$ cat config.mk
export PLATFORM = sky130hd
export DESIGN_NAME = agc_gain_ctrl
export DESIGN_NICKNAME = d
export VERILOG_FILES = /design/src/rtl/agc_pkg.sv /design/src/rtl/agc_sync.sv /design/src/rtl/agc_mode_fsm.sv /design/src/rtl/agc_gain_core.sv /design/src/rtl/agc_gain_ctrl.sv
export SDC_FILE = /design/constraint.sdc
export NUM_CORES = 1
export LEC_CHECK = 0
export ABC_CLOCK_PERIOD_IN_PS = 2200
export BUFFER_PORTS_ARGS = -buffer_cell sky130_fd_sc_hd__buf_4
export CORE_ASPECT_RATIO = 2
export CORE_MARGIN = 8
export CORE_UTILIZATION = 40
export CTS_CLUSTER_DIAMETER = 50
export CTS_CLUSTER_SIZE = 40
export DETAILED_ROUTE_END_ITERATION = 10
export PLACE_DENSITY = 0.64
export SLEW_MARGIN = 20
export SYNTH_ARGS = -nofsm -noshare
export SYNTH_HDL_FRONTEND = slang
export SYNTH_SLANG_ARGS = --single-unit
$ cat constraint.sdc
create_clock -name clk_i -period 2.2 [get_ports clk_i]
set_input_delay 0.33 -clock clk_i [delete_from_list [all_inputs] [get_ports clk_i]]
set_output_delay 0.33 -clock clk_i [all_outputs]
set_load 0.05 [all_outputs]
$ cat src/rtl/agc_pkg.sv
// Package: shared types for the gain-state controller.
// Assumes: nothing beyond IEEE 1800-2017.
package agc_pkg;

    // Operating mode of the controller
    typedef enum logic [1:0] {
        MODE_DOWN   = 2'd0,  // powered down: full gain, timer cleared
        MODE_AUTO   = 2'd1,  // threshold control active
        MODE_FROZEN = 2'd2,  // gain state held by hold input
        MODE_BYPASS = 2'd3   // hold input high at power-up: full gain forced
    } agc_mode_e;

endpackage

$ cat src/rtl/agc_sync.sv
// Module: multi-stage synchronizer for asynchronous control pins.
// Assumes: inputs are quasi-static levels; STAGES >= 2. Reset clears all stages.
module agc_sync #(
    parameter int WIDTH  = 2,
    parameter int STAGES = 2
) (
    input  logic             clk_i,
    input  logic             rst_ni,
    input  logic [WIDTH-1:0] async_i,
    output logic [WIDTH-1:0] sync_o
);

    logic [WIDTH-1:0] stage_q [STAGES];

    // first flop: capture raw pins
    always_ff @(posedge clk_i) begin
        if (!rst_ni) stage_q[0] <= '0;
        else         stage_q[0] <= async_i;
    end

    // remaining flops: chained by generate
    for (genvar s = 1; s < STAGES; s++) begin : g_stage
        always_ff @(posedge clk_i) begin
            if (!rst_ni) stage_q[s] <= '0;
            else         stage_q[s] <= stage_q[s-1];
        end
    end

    assign sync_o = stage_q[STAGES-1];

endmodule

$ cat src/rtl/agc_mode_fsm.sv
// Module: mode sequencer. Detects power-up and hold-pin edges on synchronized
// inputs and selects down / auto / frozen / bypass.
// Assumes: pwr_s_i and hold_s_i are already synchronous to clk_i.
module agc_mode_fsm
    import agc_pkg::*;
(
    input  logic      clk_i,
    input  logic      rst_ni,
    input  logic      pwr_s_i,
    input  logic      hold_s_i,
    output agc_mode_e mode_o
);

    logic      pwr_prev_q;
    logic      hold_prev_q;
    agc_mode_e mode_q;
    agc_mode_e mode_d;
    logic      pwr_rise;
    logic      hold_rise;
    logic      hold_fall;

    assign pwr_rise  = pwr_s_i & ~pwr_prev_q;
    assign hold_rise = hold_s_i & ~hold_prev_q;
    assign hold_fall = ~hold_s_i & hold_prev_q;

    // next-mode selection from power level and hold-pin edges
    always_comb begin
        mode_d = mode_q;
        if (!pwr_s_i) begin
            mode_d = MODE_DOWN;
        end else if (pwr_rise) begin
            mode_d = hold_s_i ? MODE_BYPASS : MODE_AUTO;
        end else if (hold_rise && mode_q == MODE_AUTO) begin
            mode_d = MODE_FROZEN;
        end else if (hold_fall) begin
            mode_d = MODE_AUTO;
        end
    end

    // state and edge-history registers
    always_ff @(posedge clk_i) begin
        if (!rst_ni) begin
            mode_q      <= MODE_DOWN;
            pwr_prev_q  <= 1'b0;
            hold_prev_q <= 1'b0;
        end else begin
            mode_q      <= mode_d;
            pwr_prev_q  <= pwr_s_i;
            hold_prev_q <= hold_s_i;
        end
    end

    assign mode_o = mode_q;

endmodule

$ cat src/rtl/agc_gain_core.sv
// Module: threshold comparison, hysteresis and release dwell timer.
// Assumes: LO_THR < HI_THR; DWELL_CYC >= 2; code is synchronous to clk_i.
module agc_gain_core
    import agc_pkg::*;
#(
    parameter int CODE_W    = 8,
    parameter int HI_THR    = 200,
    parameter int LO_THR    = 140,
    parameter int DWELL_CYC = 50000
) (
    input  logic              clk_i,
    input  logic              rst_ni,
    input  agc_mode_e         mode_i,
    input  logic [CODE_W-1:0] code_i,
    output logic              gain_red_o
);

    localparam int CNT_W = $clog2(DWELL_CYC + 1);
    localparam logic [CODE_W-1:0] HI_CODE = CODE_W'(HI_THR);
    localparam logic [CODE_W-1:0] LO_CODE = CODE_W'(LO_THR);
    localparam logic [CNT_W-1:0]  CNT_LAST = CNT_W'(DWELL_CYC - 1);

    logic             red_q;
    logic [CNT_W-1:0] cnt_q;
    logic             at_hi;
    logic             under_lo;

    assign at_hi    = (code_i >= HI_CODE);
    assign under_lo = (code_i <  LO_CODE);

    // gain state and dwell counter update per mode
    always_ff @(posedge clk_i) begin
        if (!rst_ni) begin
            red_q <= 1'b0;
            cnt_q <= '0;
        end else begin
            unique case (mode_i)
                MODE_AUTO: begin
                    if (!red_q) begin
                        cnt_q <= '0;
                        if (at_hi) red_q <= 1'b1;
                    end else if (!under_lo) begin
                        cnt_q <= '0;
                    end else if (cnt_q == CNT_LAST) begin
                        red_q <= 1'b0;
                        cnt_q <= '0;
                    end else begin
                        cnt_q <= cnt_q + 1'b1;
                    end
                end
                MODE_FROZEN: begin
                    cnt_q <= '0;
                end
                default: begin
                    red_q <= 1'b0;
                    cnt_q <= '0;
                end
            endcase
        end
    end

    assign gain_red_o = red_q;

endmodule

$ cat src/rtl/agc_gain_ctrl.sv
// Module: top of the gain-state controller. Synchronizes control pins,
// sequences modes and drives the reduced-gain flag.
// Assumes: rssi_code_i is synchronous to clk_i; CLK_HZ >= 2000.
module agc_gain_ctrl
    import agc_pkg::*;
#(
    parameter int CODE_W = 8,
    parameter int HI_THR = 200,
    parameter int LO_THR = 140,
    parameter int CLK_HZ = 50_000_000
) (
    input  logic              clk_i,
    input  logic              rst_ni,
    input  logic [CODE_W-1:0] rssi_code_i,
    input  logic              pwr_en_i,
    input  logic              hold_ctl_i,
    output logic              gain_red_o,
    output logic              lock_o,
    output logic              agc_off_o
);

    localparam int DWELL_CYC = CLK_HZ / 1000;

    logic [1:0] pins_sync;
    agc_mode_e  mode_q;

    agc_sync #(.WIDTH(2), .STAGES(2)) u_sync (
        .clk_i   (clk_i),
        .rst_ni  (rst_ni),
        .async_i ({hold_ctl_i, pwr_en_i}),
        .sync_o  (pins_sync)
    );

    agc_mode_fsm u_mode (
        .clk_i    (clk_i),
        .rst_ni   (rst_ni),
        .pwr_s_i  (pins_sync[0]),
        .hold_s_i (pins_sync[1]),
        .mode_o   (mode_q)
    );

    agc_gain_core #(
        .CODE_W    (CODE_W),
        .HI_THR    (HI_THR),
        .LO_THR    (LO_THR),
        .DWELL_CYC (DWELL_CYC)
    ) u_core (
        .clk_i      (clk_i),
        .rst_ni     (rst_ni),
        .mode_i     (mode_q),
        .code_i     (rssi_code_i),
        .gain_red_o (gain_red_o)
    );

    assign lock_o    = (mode_q == MODE_FROZEN);
    assign agc_off_o = (mode_q == MODE_BYPASS);

endmodule

==> flow_metrics.py <==
metrics = {
    "outcome": {
        "outcome": "complete, no violations",
    },
    "setup_path": {
        "max_stage_delay_ps": 360,
        "path_cells": "ha_1, and3_2, nand4_1, nand4_1, buf_4, nor2_1",
        "r2r_start": "u_core.cnt_q[0]",
        "crit_family": "simple AND/OR/NAND/NOR gates",
        "arrival_ps": 1970,
        "critPathLaunchType": "register",
        "reg2regPathDepth": 6,
        "cp.required_ps": 2410,
        "critical_path_class": "reg -> reg",
        "cp_num_buf_inv": 1,
        "r2r_slack_ps": 450,
        "cp.depth": 6,
        "r2r-end": "u_core.cnt_q[7]",
        "cp_slowest_cell": "dfxtp_1",
        "crit_path_frequent_cell": "nand4_1",
        "path_max_fanout": 8,
        "worstSetupEndpointType": "register",
    },
    "synth": {
        "synth_ff_type": "dfxtp_1",
        "synth.top_cells.by_area": "dfxtp_1 (45%), xnor2_1 (7.9%), nor2_1 (5.8%)",
        "synth.top_cell.area_share": 0.454,
        "synthArstFlopShare": 0,
        "synth_most_common_cell": "dfxtp_1",
        "synth_top_area_cell": "dfxtp_1",
        "synthTopCellsByCount": "dfxtp_1 (25), nor2_1 (17), xnor2_1 (10)",
        "syn_area_mm2": 0.00110,
        "synth_seq_cells": 25,
        "synth.distinct_cells": 30,
        "synth_nets": 138,
        "syn_inst": 125,
        "synth-edff-count": 0,
        "yosysSeqAreaShare": 0.454,
        "yosys_warnings": 0,
        "syn_avg_cell_area_um2": 8.83,
    },
    "finish": {
        "multi_input_area_um2": 567,
        "seq_area_um2": 500,
        "final_layout_size_suffix_gt1_frac": 0.156,
        "antenna_cells": 0,
        "areaGrowthSynthToFinish_pct": 16.1,
        "fin_nets": 155,
        "fillers": 277,
        "postLayoutCellArea_mm2": 0.00128,
        "utilization": 0.474,
        "stdcell_count": 170,
    },
    "die": {
        "die_w_um": 53.1,
        "die_area_mm2": 0.00480,
        "die_y_um": 90.3,
        "ios": 15,
        "placeableCoreArea_mm2": 0.00270,
        "start_util": 0.408,
        "rows": 27,
    },
    "worst_hold_path": {
        "min_to": "u_sync.stage_q[0][0]",
        "holdCritPathClass": "in -> reg",
        "hold_depth": 2,
        "min-delay-start": "pwr_en_i",
    },
    "clock_tree": {
        "postCtsSetupRepairBufs": 0,
        "root_buffer": "clkbuf_8",
        "cts_tree": "built",
        "clkSlewWorstSetupHoldPaths_ps": 90,
        "htreeDepth": 1,
        "cts_resized": 0,
        "ctsHoldBuffers": 0,
        "numCtsBuffers": 3,
        "cts_sinks": 25,
        "insertion_delay_ps": 270,
        "clock_path_buffers": 2,
    },
    "sta": {
        "fin_crit_ps": 1750,
        "drv_slew": 0,
        "fin_ws_ps": 448,
        "worstMarginPinSlew_ps": 373,
        "rsz0062_at_grt": "no",
        "clock_skew_ps": 4.89,
        "finalHoldViolCount": 0,
        "period_share": 0.797,
        "setup_viol": 0,
        "fin_tns_setup_ps": 0,
        "slew_headroom": 0.751,
        "fmax_mhz": 571,
        "hold_slack_ps": 265,
    },
    "global_route": {
        "grt_max_degree": 16,
        "grt_pass1_vias": 929,
        "grt_util_all_layers": 0.0959,
        "antenna_found_initial": 0,
        "grt_pass1_wl_mm": 3.72,
        "grt_overflow": 0,
    },
    "routing": {
        "wl_mm": 2.14,
        "drtAntennaViolNets": 0,
        "drcViolationCount": 0,
        "drt-initial-drc-count": 9,
        "wl_per_cell_um": 12.6,
        "drt-pass1-iter-count": 2,
        "via_per_inst": 5.43,
        "num_vias": 923,
    },
    "placement": {
        "port_buffers": 12,
        "place_inst": 166,
        "place_congestion": 0.770,
        "dp_slack_ps": 443,
        "place_area_mm2": 0.00123,
        "hpwl_mm": 1.69,
    },
    "pwr": {
        "peakVddDrop_mv": 0.375,
        "powerDensity_mw_per_mm2": 589,
        "p_leak_nw": 0.432,
        "report.power.total_uw": 754,
    },
    "flow_run": {
        "cap_violations": 0,
    },
}
==> logic make-up after synthesis <==
logic type / count (synthesis) / synth area share
adders and majority gates: 1 / 0.0113
and+or+nand+nor: 66 / 0.334
DFF: 25 / 0.454
buffers and inverters: 8 / 0.0329
xor gates and xnor gates: 11 / 0.0873
AOI/OAI and AO/OA: 14 / 0.0805
==> where the power goes <==
| part | internal [mW] | switching (mW) |
|---|---|---|
| clock | 0.128 | 0.144 |
| combinational | 0.0145 | 0.00884 |
| sequential | 0.457 | 0.00209 |
| total | 0.599 | 0.155 |
==> worst max-delay path by stage <==
stage	startpoint	end	slack, ps
final	u_core.cnt_q[0]	u_core.cnt_q[7]	450
after CTS	u_core.cnt_q[0]	u_core.cnt_q[7]	440
after floorplan	u_core.gain_red_o	u_core.cnt_q[10]	540
after global placement	u_core.cnt_q[0]	u_core.cnt_q[14]	480
after detailed placement	rssi_code_i[6]	u_core.cnt_q[7]	440
after global routing	u_core.cnt_q[0]	u_core.cnt_q[6]	280
==> cell usage in the layout (no fill, tap or decap) <==
master / n
ha_1: 1
nand3_2: 1
or4_1: 3
nand2_1: 9
nand4_2: 1
a22o_1: 1
nor4_1: 2
xnor2_1: 10
nand3_1: 3
or3_1: 1
o21a_1: 1
o31ai_1: 3
nor4bb_1: 2
clkinvlp_4: 1
and3_2: 1
nor2_1: 17
buf_4: 13
and2_1: 6
a21oi_1: 5
nor4b_1: 2
or2_4: 1
nand4_1: 7
clkbuf_8: 3
xor2_1: 1
inv_1: 6
inv_6: 1
o211a_1: 1
o21ai_0: 3
or2_1: 2
nor3_1: 4
nor2b_1: 4
dfxtp_1: 25
==> registers in the layout, summed over array words and instances (netlist names) <==
signal,count
u_core.cnt_q,16
u_core.gain_red_o,1
u_mode.hold_prev_q,1
u_mode.mode_o,2
u_mode.pwr_prev_q,1
u_sync.stage_q,4
==> worst register-to-register path, cell delays in order, from the launching register on <==
cell,delay [ps]
dfxtp_1,360
ha_1,250
and3_2,240
nand4_1,110
nand4_1,340
buf_4,300
nor2_1,100
==> metal layers <==
metal  track usage  vias to the layer above  part of all wire
met1        0.0942                      441              0.39
met2         0.172                       14              0.54
li1              -                      463                 -
met3        0.0215                        5             0.052
met5             0                        -                 0
met4        0.0466                        0             0.018
==> cell type report <==
cell class,count,area share
well taps,29,0.0283
multi-input cells,92,0.442
clock inverters,1,0.00586
clock buffers,3,0.0322
flip-flops and latches,25,0.391
inverters,7,0.0244
repair buffers,13,0.0762
(Power assumes the default switching activity.)
